==> src/rtl/exl_pkg.sv <==
package exl_pkg;
  localparam int unsigned NSLOT  = 2;
  localparam int unsigned NEL    = 2;
  localparam int unsigned NENT   = NSLOT * NEL;
  localparam int unsigned ENT_W  = $clog2(NENT);
  localparam int unsigned EVK_W  = 6;
  localparam int unsigned STAT_W = 64;
  localparam int unsigned ST_CUR  = 4;
  localparam int unsigned ST_WP   = 5;
  localparam int unsigned ST_FULL = 6;
  localparam int unsigned ST_ID   = 32;

  // bit 0 = to_act ... bit 5 = lite
  typedef struct packed {
    logic lite;
    logic done;
    logic to_idle;
    logic el_sw;
    logic preempt;
    logic to_act;
  } evk_t;
endpackage

==> src/rtl/exl_decide.sv <==
module exl_decide
  import exl_pkg::*;
#(
  parameter int unsigned ID_W = 16,
  parameter int unsigned AD_W = 20,
  localparam int unsigned EVW = EVK_W + ID_W + 1
) (
  input  logic                       sub_i,
  input  logic                       out_i,
  input  logic                       el0_vld_i,
  input  logic                       el0_priv_i,
  input  logic [ID_W-1:0]            el0_id_i,
  input  logic [AD_W-1:0]            el0_addr_i,
  input  logic                       el1_vld_i,
  input  logic                       el1_priv_i,
  input  logic [ID_W-1:0]            el1_id_i,
  input  logic [AD_W-1:0]            el1_addr_i,
  input  logic [ID_W-1:0]            out_id_i,
  input  logic [AD_W-1:0]            out_addr_i,
  input  logic [NENT-1:0]            s_vld_i,
  input  logic [NENT-1:0][ID_W-1:0]  s_id_i,
  input  logic [NENT-1:0][AD_W-1:0]  s_ad_i,
  input  logic                       run_v_i,
  input  logic                       run_i_i,
  input  logic                       run_e_i,
  input  logic                       pend_v_i,
  input  logic                       pend_i_i,
  input  logic                       wr_p_i,
  output logic                       wr_o,
  output logic                       tgt_o,
  output logic                       run_v_o,
  output logic                       run_i_o,
  output logic                       run_e_o,
  output logic                       pend_v_o,
  output logic                       pend_i_o,
  output logic [1:0]                 n_ev_o,
  output logic [EVW-1:0]             ev0_o,
  output logic [EVW-1:0]             ev1_o,
  output logic                       err_o
);
  function automatic logic same(input logic [ID_W-1:0] ia, input logic [AD_W-1:0] aa,
                                input logic [ID_W-1:0] ib, input logic [AD_W-1:0] ab);
    return (ia == ib) && (aa == ab);
  endfunction

  logic [ENT_W-1:0] r0, r1, rc;
  logic             bad_sub, take_a, take_b;
  logic             out_hit, last_el, el_switch;
  evk_t             k0, k1;

  assign r0 = {run_i_i, 1'b0};
  assign r1 = {run_i_i, 1'b1};
  assign rc = {run_i_i, run_e_i};
  assign tgt_o = wr_p_i;

  assign bad_sub = !el0_vld_i || (el0_vld_i && !el0_priv_i) || (el1_vld_i && !el1_priv_i);

  assign take_a = s_vld_i[r1] && same(s_id_i[r1], s_ad_i[r1], el0_id_i, el0_addr_i)
                  && !same(s_id_i[r0], s_ad_i[r0], s_id_i[rc], s_ad_i[rc]);
  assign take_b = !s_vld_i[r1] && same(s_id_i[r0], s_ad_i[r0], el0_id_i, el0_addr_i);

  assign out_hit   = run_v_i && same(s_id_i[rc], s_ad_i[rc], out_id_i, out_addr_i);
  assign el_switch = s_vld_i[r1] && same(s_id_i[r0], s_ad_i[r0], out_id_i, out_addr_i);
  assign last_el   = (!s_vld_i[r1] && same(s_id_i[r0], s_ad_i[r0], out_id_i, out_addr_i))
                  || (s_vld_i[r1] && same(s_id_i[r1], s_ad_i[r1], out_id_i, out_addr_i));

  always_comb begin
    wr_o     = 1'b0;
    run_v_o  = run_v_i;
    run_i_o  = run_i_i;
    run_e_o  = run_e_i;
    pend_v_o = pend_v_i;
    pend_i_o = pend_i_i;
    n_ev_o   = 2'd0;
    err_o    = 1'b0;
    k0       = '0;
    k1       = '0;
    ev0_o    = '0;
    ev1_o    = '0;
    if (sub_i && out_i) begin
      err_o = 1'b1;
    end else if (sub_i) begin
      if (bad_sub || pend_v_i) begin
        err_o = 1'b1;
      end else begin
        wr_o = 1'b1;
        if (!run_v_i) begin
          run_v_o   = 1'b1;
          run_i_o   = tgt_o;
          run_e_o   = 1'b0;
          pend_v_o  = 1'b0;
          k0.to_act = 1'b1;
          n_ev_o    = 2'd1;
          ev0_o     = {k0, {ID_W{1'b0}}, 1'b0};
        end else if (take_a || take_b) begin
          run_i_o    = tgt_o;
          run_e_o    = 1'b0;
          pend_v_o   = 1'b0;
          k0.lite    = 1'b1;
          k0.preempt = 1'b1;
          n_ev_o     = 2'd1;
          ev0_o      = {k0, el0_id_i, 1'b0};
        end else begin
          pend_v_o = 1'b1;
          pend_i_o = tgt_o;
        end
      end
    end else if (out_i) begin
      if (!out_hit) begin
        err_o = 1'b1;
      end else if (el_switch) begin
        run_e_o  = 1'b1;
        k0.done  = 1'b1;
        k0.el_sw = 1'b1;
        n_ev_o   = 2'd1;
        ev0_o    = {k0, out_id_i, 1'b0};
      end else if (last_el) begin
        run_v_o    = pend_v_i;
        run_i_o    = pend_v_i ? pend_i_i : run_i_i;
        run_e_o    = 1'b0;
        pend_v_o   = 1'b0;
        k0.done    = 1'b1;
        k0.to_idle = 1'b1;
        ev0_o      = {k0, out_id_i, pend_v_i};
        if (pend_v_i) begin
          k1.to_act = 1'b1;
          ev1_o     = {k1, {ID_W{1'b0}}, 1'b0};
          n_ev_o    = 2'd2;
        end else begin
          n_ev_o    = 2'd1;
        end
      end else begin
        err_o = 1'b1;
      end
    end
  end
endmodule

==> src/rtl/exl_evt_q.sv <==
module exl_evt_q #(
  parameter int unsigned EVW = 23
) (
  input  logic           clk_i,
  input  logic           rst_ni,
  input  logic           ld_i,
  input  logic [1:0]     n_i,
  input  logic [EVW-1:0] e0_i,
  input  logic [EVW-1:0] e1_i,
  input  logic           rdy_i,
  output logic           vld_o,
  output logic [EVW-1:0] head_o,
  output logic           empty_o
);
  logic [1:0]     cnt_q;
  logic [EVW-1:0] q0_q, q1_q;

  always_ff @(posedge clk_i or negedge rst_ni) begin
    if (!rst_ni) begin
      cnt_q <= 2'd0;
      q0_q  <= '0;
      q1_q  <= '0;
    end else if (ld_i && (n_i != 2'd0)) begin
      cnt_q <= n_i;
      q0_q  <= e0_i;
      q1_q  <= e1_i;
    end else if ((cnt_q != 2'd0) && rdy_i) begin
      cnt_q <= cnt_q - 2'd1;
      q0_q  <= q1_q;
      q1_q  <= '0;
    end
  end

  assign vld_o   = (cnt_q != 2'd0);
  assign head_o  = q0_q;
  assign empty_o = (cnt_q == 2'd0);
endmodule

==> src/rtl/exl_status.sv <==
module exl_status
  import exl_pkg::*;
#(
  parameter int unsigned ID_W = 16
) (
  input  logic              run_v_i,
  input  logic              run_i_i,
  input  logic              pend_v_i,
  input  logic              cur_p_i,
  input  logic              wr_p_i,
  input  logic [ID_W-1:0]   rc_id_i,
  output logic [STAT_W-1:0] stat_o
);
  logic [2*NSLOT-1:0] sl_bits;

  for (genvar s = 0; s < NSLOT; s++) begin : g_slot
    localparam logic SI = 1'(s);
    assign sl_bits[2*s]   = run_v_i && (run_i_i == SI);
    assign sl_bits[2*s+1] = run_v_i && (run_i_i == SI);
  end

  always_comb begin
    stat_o                           = '0;
    stat_o[2*NSLOT-1:0]              = sl_bits;
    stat_o[ST_CUR]                   = cur_p_i;
    stat_o[ST_WP]                    = wr_p_i;
    stat_o[ST_FULL]                  = pend_v_i;
    stat_o[ST_ID +: ID_W]            = run_v_i ? rc_id_i : '0;
  end
endmodule

==> src/rtl/exl_sched.sv <==
module exl_sched
  import exl_pkg::*;
#(
  parameter int unsigned ID_W = 16,
  parameter int unsigned AD_W = 20
) (
  input  logic            clk_i,
  input  logic            rst_ni,
  output logic            rdy_o,
  input  logic            sub_i,
  input  logic            el0_vld_i,
  input  logic            el0_priv_i,
  input  logic [ID_W-1:0] el0_id_i,
  input  logic [AD_W-1:0] el0_addr_i,
  input  logic            el1_vld_i,
  input  logic            el1_priv_i,
  input  logic [ID_W-1:0] el1_id_i,
  input  logic [AD_W-1:0] el1_addr_i,
  input  logic            out_i,
  input  logic [ID_W-1:0] out_id_i,
  input  logic [AD_W-1:0] out_addr_i,
  output logic [63:0]     stat_o,
  output logic            evt_vld_o,
  input  logic            evt_rdy_i,
  output logic [5:0]      evt_kind_o,
  output logic [ID_W-1:0] evt_id_o,
  output logic            evt_defer_o,
  output logic            err_o
);
  localparam int unsigned EVW = EVK_W + ID_W + 1;

  logic [NENT-1:0]           s_vld_q;
  logic [NENT-1:0][ID_W-1:0] s_id_q;
  logic [NENT-1:0][AD_W-1:0] s_ad_q;
  logic run_v_q, run_i_q, run_e_q, pend_v_q, pend_i_q, cur_p_q, wr_p_q, err_q;

  logic           sub_a, out_a, wr, tgt;
  logic           run_v_d, run_i_d, run_e_d, pend_v_d, pend_i_d, err_d;
  logic [1:0]     n_ev;
  logic [EVW-1:0] ev0, ev1, head;
  logic           q_empty;

  assign rdy_o = q_empty;
  assign sub_a = sub_i && q_empty;
  assign out_a = out_i && q_empty;

  exl_decide #(.ID_W(ID_W), .AD_W(AD_W)) u_dec (
    .sub_i      (sub_a),
    .out_i      (out_a),
    .el0_vld_i  (el0_vld_i),
    .el0_priv_i (el0_priv_i),
    .el0_id_i   (el0_id_i),
    .el0_addr_i (el0_addr_i),
    .el1_vld_i  (el1_vld_i),
    .el1_priv_i (el1_priv_i),
    .el1_id_i   (el1_id_i),
    .el1_addr_i (el1_addr_i),
    .out_id_i   (out_id_i),
    .out_addr_i (out_addr_i),
    .s_vld_i    (s_vld_q),
    .s_id_i     (s_id_q),
    .s_ad_i     (s_ad_q),
    .run_v_i    (run_v_q),
    .run_i_i    (run_i_q),
    .run_e_i    (run_e_q),
    .pend_v_i   (pend_v_q),
    .pend_i_i   (pend_i_q),
    .wr_p_i     (wr_p_q),
    .wr_o       (wr),
    .tgt_o      (tgt),
    .run_v_o    (run_v_d),
    .run_i_o    (run_i_d),
    .run_e_o    (run_e_d),
    .pend_v_o   (pend_v_d),
    .pend_i_o   (pend_i_d),
    .n_ev_o     (n_ev),
    .ev0_o      (ev0),
    .ev1_o      (ev1),
    .err_o      (err_d)
  );

  // descriptor storage: entry index = {slot, element}
  for (genvar k = 0; k < NENT; k++) begin : g_ent
    localparam logic SL = 1'(k / NEL);
    localparam logic EL = 1'(k % NEL);
    always_ff @(posedge clk_i or negedge rst_ni) begin
      if (!rst_ni) begin
        s_vld_q[k] <= 1'b0;
        s_id_q[k]  <= '0;
        s_ad_q[k]  <= '0;
      end else if (wr && (tgt == SL)) begin
        s_vld_q[k] <= EL ? el1_vld_i  : el0_vld_i;
        s_id_q[k]  <= EL ? el1_id_i   : el0_id_i;
        s_ad_q[k]  <= EL ? el1_addr_i : el0_addr_i;
      end
    end
  end

  always_ff @(posedge clk_i or negedge rst_ni) begin
    if (!rst_ni) begin
      run_v_q  <= 1'b0;
      run_i_q  <= 1'b0;
      run_e_q  <= 1'b0;
      pend_v_q <= 1'b0;
      pend_i_q <= 1'b0;
      cur_p_q  <= 1'b0;
      wr_p_q   <= 1'b0;
      err_q    <= 1'b0;
    end else begin
      run_v_q  <= run_v_d;
      run_i_q  <= run_i_d;
      run_e_q  <= run_e_d;
      pend_v_q <= pend_v_d;
      pend_i_q <= pend_i_d;
      err_q    <= err_d;
      if (run_v_d) begin
        cur_p_q <= run_i_d;
        wr_p_q  <= ~run_i_d;
      end
    end
  end

  exl_evt_q #(.EVW(EVW)) u_q (
    .clk_i   (clk_i),
    .rst_ni  (rst_ni),
    .ld_i    (sub_a || out_a),
    .n_i     (n_ev),
    .e0_i    (ev0),
    .e1_i    (ev1),
    .rdy_i   (evt_rdy_i),
    .vld_o   (evt_vld_o),
    .head_o  (head),
    .empty_o (q_empty)
  );

  exl_status #(.ID_W(ID_W)) u_st (
    .run_v_i  (run_v_q),
    .run_i_i  (run_i_q),
    .pend_v_i (pend_v_q),
    .cur_p_i  (cur_p_q),
    .wr_p_i   (wr_p_q),
    .rc_id_i  (s_id_q[{run_i_q, run_e_q}]),
    .stat_o   (stat_o)
  );

  assign evt_kind_o  = head[EVW-1 -: EVK_W];
  assign evt_id_o    = head[ID_W:1];
  assign evt_defer_o = head[0];
  assign err_o       = err_q;
endmodule

==> config.mk <==
export PLATFORM = sky130hd
export DESIGN_NAME = exl_sched
export DESIGN_NICKNAME = d
export VERILOG_FILES = /design/src/rtl/exl_pkg.sv /design/src/rtl/exl_decide.sv /design/src/rtl/exl_evt_q.sv /design/src/rtl/exl_status.sv /design/src/rtl/exl_sched.sv
export SDC_FILE = /design/constraint.sdc
export NUM_CORES = 1
export LEC_CHECK = 0
export BUFFER_PORTS_ARGS = -buffer_cell sky130_fd_sc_hd__buf_4
export CAP_MARGIN = 15
export CORE_MARGIN = 5
export CORE_UTILIZATION = 57
export DETAILED_ROUTE_END_ITERATION = 10
export GPL_TIMING_DRIVEN = 0
export HOLD_SLACK_MARGIN = 0.08
export PLACE_DENSITY = 0.81
export REMOVE_ABC_BUFFERS = 1
export SYNTH_ARGS = -nofsm -noshare
export SYNTH_HDL_FRONTEND = slang
export SYNTH_SLANG_ARGS = --single-unit
==> constraint.sdc <==
create_clock -name clk_i -period 3.65 [get_ports clk_i]
set_clock_uncertainty 0.05 [all_clocks]
set_input_delay 0.73 -clock clk_i [delete_from_list [all_inputs] [get_ports clk_i]]
set_output_delay 0.73 -clock clk_i [all_outputs]
set_load 0.02 [all_outputs]
; ---- Word level (Yosys, flattened, before mapping)
; Cells that the tools add are included.
[totals]
latchBits = 0
wordCells = 181
mem_bits_ro = 0
n_memories = 0
out_inout_bits = 90
ram_bits = 0
inputBits = 117
regBits = 202
[classes]
addsub = 1
n_shift = 0
mul = 0
reduce_logical = 46
div = 0
n_eq_ne = 15
mux = 89
magnitude_cmp = 3
bitwise_logic = 6
[ops]
columns = op, count
row1 = 2-to-1 mux 23 bit, 18
row2 = == test 20 bit, 6
row3 = 2-to-1 mux 20 bit, 5
row4 = == test 16 bit, 6
row5 = 2-to-1 mux 16 bit, 6
row6 = 2-to-1 mux 1 bit, 45
row7 = binary-select mux 20 bit (select 2 bit), 1
row8 = binary-select mux 16 bit (select 2 bit), 1
row9 = logical AND 1 bit, 24
row10 = 2-to-1 mux 2 bit, 11
row11 = 2-to-1 mux 22 bit, 1
row12 = 2-to-1 mux 18 bit, 1
row13 = AND reduction 6 bit, 2
row14 = nonzero test 2 bit, 6
row15 = < comparator 2 x 3 -> 1 bit (second input constant), 3
row16 = logical OR 1 bit, 6
row17 = inverter 1 bit, 6
row18 = zero test 1 bit, 5
row19 = AND reduction 5 bit, 1
row20 = inequality test 2 bit (second input constant), 2
row21 = inequality test 3 x 2 -> 1 bit (second input constant), 1
row22 = nonzero test 3 bit, 1
row23 = zero test 2 bit, 1
row24 = subtractor 2 x 1 -> 2 bit (second input constant), 1

; ---- Logic depth before layout (Yosys ltp)
[logic_depth]
word_depth = 15
mapped_depth = 15
ltp_nobuf = 10

; ---- Cells and area by module
; From an unflattened synthesis, not the netlist that was laid out.
[hier_totals]
cells_unflattened = 1303
hier_area_um2 = 14290.0
[by_module_without_submodules]
columns = mod, seq_area_each_um2, area_per_inst_um2, instances, cells_each
row1 = exl_sched, 3903.7, 6157.2, 1, 348
row2 = exl_decide, 0.0, 5526.6, 1, 675
row3 = exl_evt_q, 1201.2, 2133.3, 1, 214
row4 = exl_status, 0.0, 473.0, 1, 66

; ---- Worst setup path after synthesis
; OpenSTA, ideal clock, no wires.
[synth_path]
kind = register to register
from = reg run_i_q
to = reg cur_p_q
n_path_buf = 3
t_required_ps = 3468
period_less_slack_ps = 3317
arrival_time_ps = 3135
path_stages_with_launch = 14
setup_ps = 132
setup_slack_ps = 333
path_cell_list = dfrtp_1 > buf_6 > buf_6 > buf_4 > mux2i_1 > mux2i_1 > xnor2_1 > nand4_1 > a2111oi_1 > nand4_1 > or3_1 > nor4_4 > mux2i_1 > o22ai_1
[synth_via]
elab_chain_len = 12
elab_cells_between_ends = 59
cone_classes = 12 x eq/ne / 30 x mux / 17 x reduce/logical
[synth_lines]
columns = item, line_no
row1 = start: declaration, exl_sched.sv:35  ; logic run_v_q, run_i_q, run_e_q, pend_v_q, pend_i_q, cur_p_q, wr_p_q, err_q;
row2 = start signal: assignment, exl_sched.sv:111  ; run_i_q <= run_i_d;
row3 = binary-select mux 20 bit (select 2 bit) (tied with other cells), "exl_decide.sv:59, exl_decide.sv:62"
row4 = 2-to-1 mux 20 bit (implied by the code) (tied with other cells), "exl_decide.sv:59, exl_decide.sv:62"
row5 = == test 20 bit or == test 16 bit (tied branches), exl_decide.sv:43  ; return (ia == ib) && (aa == ab);
row6 = logical AND 1 bit, exl_decide.sv:43
row7 = zero test 1 bit (tied with other cells), exl_decide.sv:59  ; && !same(s_id_i[r0], s_ad_i[r0], s_id_i[rc], s_ad_i[rc]);
row8 = logical AND 1 bit or logical OR 1 bit (tied branches), "exl_decide.sv:59, exl_decide.sv:65"
row9 = logical OR 1 bit or 2-to-1 mux 1 bit (tied branches), "exl_decide.sv:95, exl_decide.sv:117"
row10 = 2-to-1 mux 1 bit (on tied branches), "exl_decide.sv:95, exl_decide.sv:111"
row11 = 2-to-1 mux 1 bit (on tied branches), "exl_decide.sv:87, exl_decide.sv:109"
row12 = 2-to-1 mux 1 bit (on tied branches), "exl_decide.sv:83, exl_decide.sv:108"
row13 = 2-to-1 mux 1 bit, exl_decide.sv:82  ; end else if (sub_i) begin
row14 = 2-to-1 mux 1 bit, exl_decide.sv:80  ; if (sub_i && out_i) begin
row15 = end signal: assignment, exl_sched.sv:117  ; cur_p_q <= run_i_d;
row16 = end: declaration, exl_sched.sv:35
; Parallel ways exist; a longest one is shown, timed or not. The select of a mux whose other input is x is not followed.
; A chain may end at the register's enable or synchronous reset.

; ---- Final worst setup path
[layout_path]
from = reg run_i_q
to = reg u_q.q0_q[5], in the netlist u_q.head_o[5]
[layout_via]
elab_chain_len = 15
elab_cells_between_ends = 65
cone_classes = 12 x eq/ne / 33 x mux / 20 x reduce/logical
[layout_lines]
columns = item, line_no
row1 = binary-select mux 20 bit (select 2 bit) (tied with other cells), "exl_decide.sv:59, exl_decide.sv:62"
row2 = 2-to-1 mux 20 bit (implied by the code) (tied with other cells), "exl_decide.sv:59, exl_decide.sv:62"
row3 = == test 20 bit or == test 16 bit (tied branches), exl_decide.sv:43
row4 = logical AND 1 bit, exl_decide.sv:43
row5 = zero test 1 bit (tied with other cells), exl_decide.sv:59
row6 = logical AND 1 bit or logical OR 1 bit (tied branches), "exl_decide.sv:59, exl_decide.sv:65"
row7 = logical OR 1 bit or 2-to-1 mux 2 bit (tied branches), "exl_decide.sv:95, exl_decide.sv:117"
row8 = 2-to-1 mux 1 bit or 2-to-1 mux 2 bit (tied branches), "exl_decide.sv:95, exl_decide.sv:111"
row9 = 2-to-1 mux 2 bit (on tied branches), "exl_decide.sv:87, exl_decide.sv:109"
row10 = 2-to-1 mux 2 bit (on tied branches), "exl_decide.sv:83, exl_decide.sv:108"
row11 = 2-to-1 mux 2 bit, exl_decide.sv:82
row12 = 2-to-1 mux 2 bit, exl_decide.sv:80
row13 = nonzero test 2 bit, exl_evt_q.sv:23  ; end else if (ld_i && (n_i != 2'd0)) begin
row14 = logical AND 1 bit, exl_evt_q.sv:23
row15 = 2-to-1 mux 23 bit or nonzero test 2 bit (tied branches), n/a
row16 = end signal: assignment, exl_evt_q.sv:25  ; q0_q <= e0_i;
row17 = end signal: assignment, exl_evt_q.sv:29  ; q0_q <= q1_q;
row18 = end: declaration, exl_evt_q.sv:16  ; logic [EVW-1:0] q0_q, q1_q;
; Parallel ways exist; a longest one is shown, timed or not. The select of a mux whose other input is x is not followed.

==> metrics.yaml <==
run_status:
  status: "finished with violations"
  violations: "negative setup slack"
sta:
  final.period_utilization_pct: 107
  fin_crit_ns: 3.91
  rsz0062_at_grt: "yes"
  fin_tns_setup_ns: -5.47
  tightest_slew_ns: 1.06
  hold_viol_final: 0
  max_slew_margin_pct: 29.4
  timing.final.ws_setup_ns: -0.259
  drv_slew: 0
  clock.fmax_mhz: 256
  setup_viol: 30
yosys:
  synthAdderAreaFrac_pct: 0.104
  synth.distinct_cells: 58
  muxShareOfSynthArea_pct: 24.8
  synth_compound_area_share_pct: 8.19
  ys.flop_type: "dfrtp_1"
  synth_top_family_by_area: "multiplexers"
  avgSynthCellArea_um2: 10.8
  ys_seq_elements: 178
  synth-seq-area-share_pct: 36.9
  syn_inst: 1118
  yosysWarnings: 0
  synth_area_mm2: 0.0121
  synth_simple_gate_area_share_pct: 9.24
  synth_edf_count: 0
  yosys.area_share.xor_xnor_pct: 13.5
  synthArstFlopShare_pct: 100
drt:
  detail_route.wl_per_cell_um: 29.2
  route.detailed.drc: 0
  drtPass1Iterations: 6
  drtIter0Drc: 1403
  viasPerCell: 6.62
  drt-total-wl_um: 46900
  ant_nets: 0
  vias: 10600
clock_network:
  clockBufferDepth: 2
  cts_tree: "yes"
  cts_htree_levels: 4
  root_buffer: "clkbuf_16"
  cts_num_sinks: 178
  hold_buffers: 0
  clk_latency_ns: 0.44
  numCtsBuffers: 17
  clkTransAtPathRegs_ns: 0.08
critical_path:
  crit_type: "flip-flop to flip-flop"
  cp_cell_sequence: "buf_6, buf_16, mux2i_4, buf_12, a22oi_2, nand4_1, or4_1, or4_4, a31oi_4, nor2_4, nor4_4, buf_4, a22oi_1, mux2i_1"
  start_kind: "flip-flop"
  cp_slowest_cell: "or4_1"
  crit_path_max_fanout: 8
  cp.required_ns: 3.96
  slowest_delay_ns: 0.53
  endpoint_kind: "flip-flop"
  cp.arrival_ns: 4.22
global_routing:
  grt_max_degree: 100
  antenna_found_initial: 1
  grt_pass1_vias: 10400
  gr-total-overflow: 0
  grt_pass1_wl_um: 67900
  gr-usage-all-layers_pct: 38.0
place:
  place_ws_ns: -1.77
  placed_cell_area_mm2: 0.0134
  place.port_buffers: 165
  dpl.hpwl_um: 32800
  placed_cells: 1514
  place_congestion: 1.03
final_layout:
  syn2layout_area_growth_pct: 29.5
  design_area_mm2: 0.0156
  drive_above_1_share_pct: 39.6
  utilization_pct: 74.5
  nNetsFinal: 1436
  final_cells: 1605
  insertedDiodeCount: 0
power_and_ir_drop:
  leakage_nw: 6.76
  ir_drop_mv: 0.338
  power_density_mw_per_mm2: 475
floorplan:
  die_w_um: 155
  ioPinCount: 207
  die-area_mm2: 0.0242
  start_util_pct: 57.5
  core-area_mm2: 0.0210
  rows: 53
  fp.dieH_um: 155
hold_path:
  hp-class: "input port to asynchronous set/reset pin"
job:
  maxCapViolCount: 0
final cells by class:
class / instances / area, um2
Sequential cell: 178 / 4460
Timing Repair Buffer: 231 / 2150
Inverter: 71 / 267
Tap cell: 275 / 344
Multi-Input combinational cell: 819 / 7810
Clock buffer: 19 / 433
Fill cell: 1375 / 5350
Clock inverter: 12 / 149
synthesized netlist by cell type (all sizes together) (5+ instances only):
master   number  share of area (%)
mux4         29                5.4
nor3         12               0.50
a21oi        11               0.46
o22ai        22                1.1
clkbuf       24               0.75
inv          71                2.2
mux2i        95                7.9
a2111oi       5               0.37
and2         19               0.99
nor2         20               0.64
xor2         68                4.9
nand3         5               0.21
a22o          6               0.44
a22oi        21                1.3
nand2        50                1.6
nor4         32                2.0
buf          68                4.3
nand4        29                1.5
a222oi        5               0.42
o21ai        34                1.4
xnor2       118                8.6
mux2        122                 11
nor2b         8               0.42
nand2b       16               0.83
dfrtp       178                 37
layer usage:
metal	global-route usage (%)	vias up	routed length, um
li1	-	4331	-
met1	51.5	5250	17400
met2	60.2	861	21500
met3	8.04	178	5370
met4	14.9	0	2620
met5	0	-	0
sequential cells by signal, summed over array words and instances, names as in the netlist:
register    count
u_q.cnt_q       2
u_q.head_o     22
run_v_q         1
cur_p_q         1
wr_p_q          1
run_i_q         1
s_id_q         64
s_ad_q         80
s_vld_q         2
err_o           1
pend_v_q        1
pend_i_q        1
run_e_q         1
logic make-up after synthesis:
logic type,Yosys count
muxes,246
and+or+nand+nor,201
xor gates and xnor gates,186
DFF,178
buffers and inverters,163
AOI/OAI and AO/OA,142
adders and majority gates,1
other,1
where the power goes:
group | switching [mW] | internal [mW] | leakage [nW]
Combinational | 1.31 | 1.13 | 4.20
Sequential | 0.701 | 2.39 | 2.29
Clock | 0.861 | 1.02 | 0.274
Total | 2.87 | 4.55 | 6.76
worst paths after layout:
check	startpoint	endpoint	slack [ns]	cells past startpoint
setup / recovery	run_i_q	u_q.head_o[5]	-0.26	14
setup reg to reg	run_i_q	u_q.head_o[5]	-0.26	14
max in group asynchronous	rst_ni	run_i_q	2.38	2
hold / removal	rst_ni	s_id_q[16]	0.21	1
min in group clk_i	u_q.head_o[21]	u_q.head_o[21]	0.45	1
hold reg to reg	u_q.head_o[21]	u_q.head_o[21]	0.45	1
placed cells by master (no fill, tap or decap), types with 29 or more instances in the layout:
cell type / instances
nand4_1: 29
xnor2_1: 107
mux4_2: 29
inv_1: 71
xor2_1: 56
dfrtp_1: 176
conb_1: 41
mux2_2: 122
buf_4: 201
mux2i_1: 50
o21ai_0: 32
nand2_1: 48
stage by stage:
step                hold WS [ns]  power (mW)
floorplan                  0.384        4.17
global placement           0.418        5.16
detailed placement         0.432        5.23
CTS                        0.241        7.26
global route               0.256        7.65
finish                     0.212        7.42
worst max-delay path, delay by kind of cell, from the launching register on:
family / cells / cell delay, ns
muxes: 2 / 0.40
buffers and inverters: 4 / 0.70
AOI/OAI and AO/OA: 3 / 0.66
DFF: 1 / 0.50
and+or+nand+nor: 5 / 1.52
timing repair:
item,CTS,global route
setup buffers,33,16
setup endpoints to repair,32,31
pin swaps,24,20
gates resized for setup,131,35
gates cloned,11,0
Power figures use the tool's default switching activity.
